## config.mk

```make
export PLATFORM = sky130hd
export DESIGN_NAME = sar_serial_seq
export DESIGN_NICKNAME = d
export VERILOG_FILES = /design/src/rtl/sarseq_pkg.sv /design/src/rtl/sarseq_chan_decode.sv /design/src/rtl/sarseq_sar_core.sv /design/src/rtl/sar_serial_seq.sv
export SDC_FILE = /design/constraint.sdc
export NUM_CORES = 1
export LEC_CHECK = 0
export ABC_AREA = 1
export ABC_CLOCK_PERIOD_IN_PS = 2100
export BUFFER_PORTS_ARGS = -buffer_cell sky130_fd_sc_hd__buf_2
export CAP_MARGIN = 20
export CORE_MARGIN = 8
export CORE_UTILIZATION = 52
export DETAILED_ROUTE_END_ITERATION = 10
export PLACE_DENSITY = 0.81
export SETUP_SLACK_MARGIN = 0.02
export SLEW_MARGIN = 20
export SYNTH_ARGS = -nofsm -noshare
export SYNTH_HDL_FRONTEND = slang
export SYNTH_SLANG_ARGS = --single-unit
```

## constraint.sdc

```tcl
create_clock -name clk -period 2.1 [get_ports clk]
set_clock_uncertainty 0.1 [all_clocks]
set_input_delay 0.63 -clock clk [delete_from_list [all_inputs] [get_ports clk]]
set_output_delay 0.63 -clock clk [all_outputs]
set_load 0.02 [all_outputs]
```

## src/rtl/sarseq_pkg.sv

```systemverilog
package sarseq_pkg;
    typedef enum logic [2:0] {
        ST_IDLE,
        ST_ADDR,
        ST_SETTLE,
        ST_CONV,
        ST_HOLD,
        ST_REPLAY,
        ST_DONE
    } seq_state_t;
endpackage

```

## src/rtl/sarseq_chan_decode.sv

```systemverilog
module sarseq_chan_decode #(
    parameter int NUM_CH = 8,
    localparam int CH_W = $clog2(NUM_CH)
) (
    input  logic              en,
    input  logic              single,
    input  logic [CH_W-1:0]   ch,
    output logic [NUM_CH-1:0] pos,
    output logic [NUM_CH:0]   neg
);
    localparam logic [CH_W-1:0] PAIR_FLIP = CH_W'(1);

    always_comb begin
        pos = '0;
        neg = '0;
        if (en) begin
            pos[ch] = 1'b1;
            if (single) begin
                neg[NUM_CH] = 1'b1;
            end else begin
                neg[ch ^ PAIR_FLIP] = 1'b1;
            end
        end
    end
endmodule

```

## src/rtl/sarseq_sar_core.sv

```systemverilog
module sarseq_sar_core #(
    parameter int RES = 8
) (
    input  logic           clk,
    input  logic           cs_n,
    input  logic           load,
    input  logic           step,
    input  logic           cmp_ge,
    output logic [RES-1:0] acc,
    output logic [RES-1:0] trial,
    output logic           last_bit,
    output logic           final_step
);
    localparam logic [RES-1:0] TOP_TRIAL = {1'b1, {(RES-1){1'b0}}};

    always_ff @(posedge clk or posedge cs_n) begin
        if (cs_n) begin
            acc      <= '0;
            trial    <= '0;
            last_bit <= 1'b0;
        end else if (load) begin
            acc      <= '0;
            trial    <= TOP_TRIAL;
            last_bit <= 1'b0;
        end else if (step) begin
            if (cmp_ge) begin
                acc <= acc | trial;
            end
            last_bit <= cmp_ge;
            trial    <= trial >> 1;
        end
    end

    assign final_step = trial[0];

    assert_trial_onehot_R7: assert property (@(posedge clk) disable iff (cs_n)
        step |-> ($countones(trial) == 1));

    assert_keep_bit_R7: assert property (@(posedge clk) disable iff (cs_n)
        (step && cmp_ge) |=> ((acc & $past(trial)) != '0));
endmodule

```

## src/rtl/sar_serial_seq.sv

```systemverilog
module sar_serial_seq
    import sarseq_pkg::*;
#(
    parameter int NUM_CH = 8,
    parameter int RES    = 8
) (
    input  logic              clk,
    input  logic              cs_n,
    input  logic              din,
    input  logic              lsb_hold,
    input  logic              cmp_ge,
    output logic [RES-1:0]    dac_code,
    output logic [NUM_CH-1:0] pos_sel,
    output logic [NUM_CH:0]   neg_sel,
    output logic              dout,
    output logic              dout_oe,
    output logic              busy,
    output logic              busy_oe
);
    localparam int WORD_W = (NUM_CH == 8) ? 4 : 3;
    localparam int CNT_W  = $clog2(WORD_W);
    localparam int IDX_W  = $clog2(RES);
    localparam int CH_W   = $clog2(NUM_CH);
    localparam logic [CNT_W-1:0] CNT_LAST = CNT_W'(WORD_W - 1);
    localparam logic [IDX_W-1:0] IDX_LAST = IDX_W'(RES - 1);
    localparam logic [IDX_W-1:0] IDX_ONE  = IDX_W'(1);

    seq_state_t state, state_nx;
    logic [WORD_W-1:0] word;
    logic [CNT_W-1:0]  cnt;
    logic [IDX_W-1:0]  idx;
    logic [RES-1:0]    acc, trial;
    logic              last_bit, final_step;
    logic              load, step, sel_en, single;
    logic [CH_W-1:0]   ch;
    logic              dout_nx, oe_nx, busy_nx;

    assign load   = (state == ST_ADDR) && (cnt == CNT_LAST);
    assign step   = (state == ST_SETTLE) || (state == ST_CONV);
    assign sel_en = step;
    assign single = word[WORD_W-1];

    generate
        if (NUM_CH == 8) begin : g_eight
            assign ch = {word[1], word[0], word[2]};
        end else begin : g_four
            assign ch = {word[0], word[1]};
        end
    endgenerate

    always_comb begin
        state_nx = state;
        unique case (state)
            ST_IDLE:   if (din) state_nx = ST_ADDR;
            ST_ADDR:   if (cnt == CNT_LAST) state_nx = ST_SETTLE;
            ST_SETTLE: state_nx = ST_CONV;
            ST_CONV:   if (final_step) state_nx = (NUM_CH == 8) ? ST_HOLD : ST_REPLAY;
            ST_HOLD:   if (!lsb_hold) state_nx = ST_REPLAY;
            ST_REPLAY: if (idx == IDX_LAST) state_nx = ST_DONE;
            ST_DONE:   state_nx = ST_DONE;
            default:   state_nx = ST_IDLE;
        endcase
    end

    always_ff @(posedge clk or posedge cs_n) begin
        if (cs_n) begin
            state <= ST_IDLE;
        end else begin
            state <= state_nx;
        end
    end

    always_ff @(posedge clk or posedge cs_n) begin
        if (cs_n) begin
            word <= '0;
            cnt  <= '0;
            idx  <= '0;
        end else begin
            unique case (state)
                ST_ADDR: begin
                    word <= {word[WORD_W-2:0], din};
                    cnt  <= cnt + 1'b1;
                end
                ST_HOLD:   if (!lsb_hold) idx <= IDX_ONE;
                ST_REPLAY: if (idx != IDX_LAST) idx <= idx + 1'b1;
                default: ;
            endcase
        end
    end

    sarseq_sar_core #(.RES(RES)) sar_i (
        .clk(clk), .cs_n(cs_n), .load(load), .step(step), .cmp_ge(cmp_ge),
        .acc(acc), .trial(trial), .last_bit(last_bit), .final_step(final_step)
    );

    sarseq_chan_decode #(.NUM_CH(NUM_CH)) dec_i (
        .en(sel_en), .single(single), .ch(ch), .pos(pos_sel), .neg(neg_sel)
    );

    assign dac_code = acc | trial;
    assign busy_oe  = ~cs_n;

    always_comb begin
        dout_nx = 1'b0;
        oe_nx   = 1'b0;
        busy_nx = 1'b0;
        unique case (state)
            ST_SETTLE: begin oe_nx = 1'b1; busy_nx = 1'b1; end
            ST_CONV:   begin dout_nx = last_bit; oe_nx = 1'b1; busy_nx = 1'b1; end
            ST_HOLD, ST_REPLAY: begin dout_nx = acc[idx]; oe_nx = 1'b1; end
            default: ;
        endcase
    end

    always_ff @(negedge clk or posedge cs_n) begin
        if (cs_n) begin
            dout    <= 1'b0;
            dout_oe <= 1'b0;
            busy    <= 1'b0;
        end else begin
            dout    <= dout_nx;
            dout_oe <= oe_nx;
            busy    <= busy_nx;
        end
    end

    assert_sel_onehot_R4: assert property (@(posedge clk) disable iff (cs_n)
        $onehot0(pos_sel) && $onehot0(neg_sel) && ((|pos_sel) == (|neg_sel)));

    assert_pair_adjacent_R5: assert property (@(posedge clk) disable iff (cs_n)
        ((|pos_sel) && !neg_sel[NUM_CH]) |->
        ((((pos_sel << 1) | (pos_sel >> 1)) & neg_sel[NUM_CH-1:0]) != '0));

    assert_busy_drives_R9: assert property (@(posedge clk) disable iff (cs_n)
        busy |-> dout_oe);

    assert_din_ignored_R10: assert property (@(posedge clk) disable iff (cs_n)
        (state == ST_CONV) |=> $stable(word));

    assert_done_quiet_R13: assert property (@(posedge clk) disable iff (cs_n)
        ((state == ST_DONE) && ($past(state) == ST_DONE)) |-> (!dout_oe && !busy));
endmodule

```

# Word level (Yosys, flattened, before mapping)
# Cells that the tools add are included.
[classes] bitwise_logic=3 n_eq_ne=15 addsub=2 n_reduce_logical=14 mux=29 order_cmp=5
[ops] op="$mux 8" count=7
[ops] op="$mux 3" count=7
[ops] op="$pmux 3 s7" count=1
[ops] op="$eq 3x3->1 const B" count=4
[ops] op="$mux 9" count=1
[ops] op="$lt 3x4->1 const B" count=2
[ops] op="$mux 1" count=8
[ops] op="$ne 2x2->1 const B" count=4
[ops] op="$or 8x8->8" count=1
[ops] op="$demux 1 s3" count=2
[ops] op="$eq 3x2->1 const B" count=2
[ops] op="$ge 3x1->1 const B" count=2
[ops] op="$pmux 3 s2" count=1
[ops] op="$reduce_bool 2->1" count=3
[ops] op="$lt 3x5->1 const B" count=1
[ops] op="$reduce_and 5->1" count=1
[ops] op="$ne 2x1->1 const B" count=2
[ops] op="$reduce_or 2->1" count=2
[ops] op="$reduce_or 4->1" count=1
[ops] op="$add 3x1->3 const B" count=1
[ops] op="$bmux 1 s3" count=1
[ops] op="$eq 3x1->1 const B" count=1
[ops] op="$logic_and 1x1->1" count=3
[ops] op="$logic_not 3->1" count=1
[ops] op="other kinds (8)" count=9
[totals] register_bits=32 output_inout_bits=29 inputBits=5 elab_cells=78

# Logic depth before layout (Yosys ltp)
[logic_depth] ltp_word=7 depth_mapped=10 mapped_depth_nobuf=10

# Modules after synthesis
# A second synthesis with hierarchy kept.
[hier_totals] cells_unflattened=223 area_unflattened_um2=1761.7
[modules_own_cells] module="sar_serial_seq" n_inst=1 area_each_um2=890.9 cells_per_inst=115 seq_area_each_um2=375.4
[modules_own_cells] module="sarseq_sar_core" n_inst=1 area_each_um2=708.2 cells_per_inst=72 seq_area_each_um2=425.4
[modules_own_cells] module="sarseq_chan_decode" n_inst=1 area_each_um2=162.7 cells_per_inst=36 seq_area_each_um2=0.0

==> impl_results.md <==
* Result of the run: finished, violations left
* Failing checks: setup timing
* Combined area of all synthesized cells at 1670 µm²
* Global-route total usage across every layer at 17.9%
* Dominant cells by area after synthesis: sky130_fd_sc_hd__dfrtp_1 (43%), sky130_fd_sc_hd__nand2_1 (14%), sky130_fd_sc_hd__inv_1 (7.0%)
* Largest area contributor in the netlist: sky130_fd_sc_hd__dfrtp_1
* Vias in the first global route at 1,611
* Top fanout value on the critical path at 1
* Maximum number of buffers from clock root to sink at 2
* Total detailed-routing wirelength at 5750 µm
* Reported max-cap violation count at 0
* Data required time at the worst endpoint at 1.37 ns
* Post-layout worst setup margin at -0.576 ns
* Final slew viol count at 0
* Effective utilization at floorplan at 54.7%
* Clock-pin slew of the registers on the worst-case setup and hold paths at 0.12 ns
* Slew at the pin closest to its max-slew limit at 0.679 ns
* DP Area at 2050 µm²
* Async S/R FF share, synth at 100%
* Chain of cells forming the critical path: buf_6
* DR DRC count at 0
* Delay of the slowest critical-path stage at 0.44 ns
* CTS tree: done
* Seq/Total Area, Yosys at 47.9%
* Post-synthesis sequential element count at 32
* DPL Wire Length at 2970 µm
* Skew-Pair Late Insertion Delay at 0.34 ns
* Count of nets left with antenna violations after detail routing at 0
* Final setup violation count at 23
* Net total in the final layout at 286
* Number of enable flip-flop cells after synthesis at 0
* Number of buffers and inverters on the critical path at 1
* Slew headroom at 54.7%
* Nets in the synthesized netlist at 225
* Min-delay worst type: in2async
* Vias after detailed routing at 1,829
* Post-cts hold buffer count at 0
* Die Ht at 72.7 µm
* Setup TNS at -8.14 ns
* Number of antenna violations at the first check in global routing at 0
* Pwr Density at 1700 nW/µm²
* Via count normalized by instance count at 5.73
* DR WL/cell at 18.0 µm
* GR Overflow Total at 0
* Type of element capturing the critical path: output port
* Ys Warns at 0
* H-Tree Depth at 2
* Endpoint arrival time on the critical path at 1.95 ns
* Most common flop cell mapped by yosys: sky130_fd_sc_hd__dfrtp_1
* Largest net degree at the start of global routing at 12
* Clk root buf: sky130_fd_sc_hd__clkbuf_4
* Average cell area after synthesis at 7.84 µm²
* Highest-delay cell along the critical path: sky130_fd_sc_hd__dfrtn_1
* Top-area cell type share of the netlist area at 43.4%
* Clock sinks at 32
* Number of diodes added for antenna fixing at 0
* VDD IR-drop max at 0.000772 V
* Distinct cell type count after synthesis at 26
* Most frequent cells in the layout: sky130_fd_sc_hd__nand2_1 (61), sky130_fd_sc_hd__dfrtp_1 (27), sky130_fd_sc_hd__inv_1 (24), sky130_fd_sc_hd__buf_4 (24), sky130_fd_sc_hd__buf_6 (21)
* Layout cell share with drive strength beyond 1 at 41.5%
* Leak Pwr at 1.23 nW
* Iteration-0 DRC Markers at 291
* Commonest non-fill, non-tap cell in the layout: sky130_fd_sc_hd__nand2_1
* Unrepaired setup endpoints after global routing: true
* Io pins at 34
* Standard-cell row count at 20
* Kind of critical path: reg2out
* Startpoint kind of the worst setup timing path: flip-flop
* Total CTS buffers at 5
* Core region area at 3050 µm²
* Post-Place Worst Slack at -0.261 ns
* Die width at 72.7 µm
* Non-filler instance count after layout at 319
* Number of placed cells counting well taps at 304
* Family with the most delay on the worst path: flip-flops
* Number of failing hold endpoints at the final stage at 0
* Area growth from synthesis to final layout at 49.5%
* Last weighted congestion value of the routability-driven placer at 0.860
* Number of buffer cells added on primary ports at 33
* Summed area of non-filler cells in the final layout at 2500 µm²
* Total Die Area at 5280 µm²
* Gate count of the mapped netlist at 213
* Wire length of the first global-routing pass at 7470 µm
* First drt pass iteration count at 5
[synthesized netlist by cell type (3+ instances only)]
| cell type | instances |
|---|---|
| sky130_fd_sc_hd__inv_2 | 3 |
| sky130_fd_sc_hd__inv_1 | 31 |
| sky130_fd_sc_hd__o21ai_1 | 6 |
| sky130_fd_sc_hd__nand2_1 | 62 |
| sky130_fd_sc_hd__nor2_1 | 13 |
| sky130_fd_sc_hd__o22ai_1 | 5 |
| sky130_fd_sc_hd__dfrtp_1 | 29 |
| sky130_fd_sc_hd__nand3_1 | 11 |
| sky130_fd_sc_hd__ha_1 | 7 |
| sky130_fd_sc_hd__nor3_1 | 9 |
| sky130_fd_sc_hd__nand2_2 | 4 |
| sky130_fd_sc_hd__dfrtn_1 | 3 |
| sky130_fd_sc_hd__a21oi_1 | 7 |
| sky130_fd_sc_hd__or2_2 | 5 |
| sky130_fd_sc_hd__o21ai_0 | 7 |
[cells by family after synthesis]
family / count (synthesis) / share of synthesized area (%)
flops: 32 / 47.9
fa+ha+maj: 7 / 5.24
simple gates: 108 / 28.1
buf+inv: 38 / 9.29
compound gates: 27 / 8.91
xor+xnor: 1 / 0.524
[per-layer routing]
layer	vias up	track usage, %	share of wire [%]	routed length [µm]
li1	793	-	-	-
met1	863	20.3	37	2150
met2	131	31.1	49	2820
met3	42	4.81	8.3	476
met4	0	6.89	5.3	306
met5	-	0	0	0
[stage by stage]
stage	utilization, %	hold WS, ns	power, W
floorplan	-	0.353	0.00236
finish	81.8	0.303	0.00425
CTS	78.8	0.319	0.00388
detailed placement	67.1	0.373	0.00297
global placement	67.1	0.371	0.00291
global route	81.8	0.317	0.00449
[power by group]
| part | switching (W) | total [W] | internal (W) |
|---|---|---|---|
| logic | 0.00161 | 0.00264 | 0.00103 |
| registers | 0.000252 | 0.00113 | 0.000881 |
| clock network | 0.000232 | 0.000482 | 0.000250 |
[registers in the layout (all words and copies together) (netlist names)]
name and cells:
idx 3, busy 1, dout 1, word 4
sar_i.last_bit 1, cnt 2, dout_oe 1, sar_i.trial 8
sar_i.acc 8, state 3
[final timing paths]
check,startpoint,endpoint,slack [ns],cells after the start
max in group asynchronous,cs_n,dout,0.68,2
worst min-delay path,cs_n,sar_i.trial[7],0.30,3
min in group clk,cnt[0],cnt[0],0.39,1
worst max register to register,state[0],dout_oe,-0.31,5
worst min register to register,cnt[0],cnt[0],0.39,1
worst max-delay path,busy,busy,-0.58,1
[cell type report]
cell class / count / area [µm²]
multi-input combinational: 143 / 947
sequential: 32 / 803
clock inverter: 2 / 35.0
tap: 44 / 55.1
inverter: 34 / 134
fill: 142 / 556
timing repair buffer: 58 / 482
clock buffer: 6 / 41.3
[repair_timing]
item	CTS	global route
pin swaps	5	2
resized for setup	63	20
setup endpoints to repair	23	23
setup buffers	6	2
(Power assumes the default switching activity.)
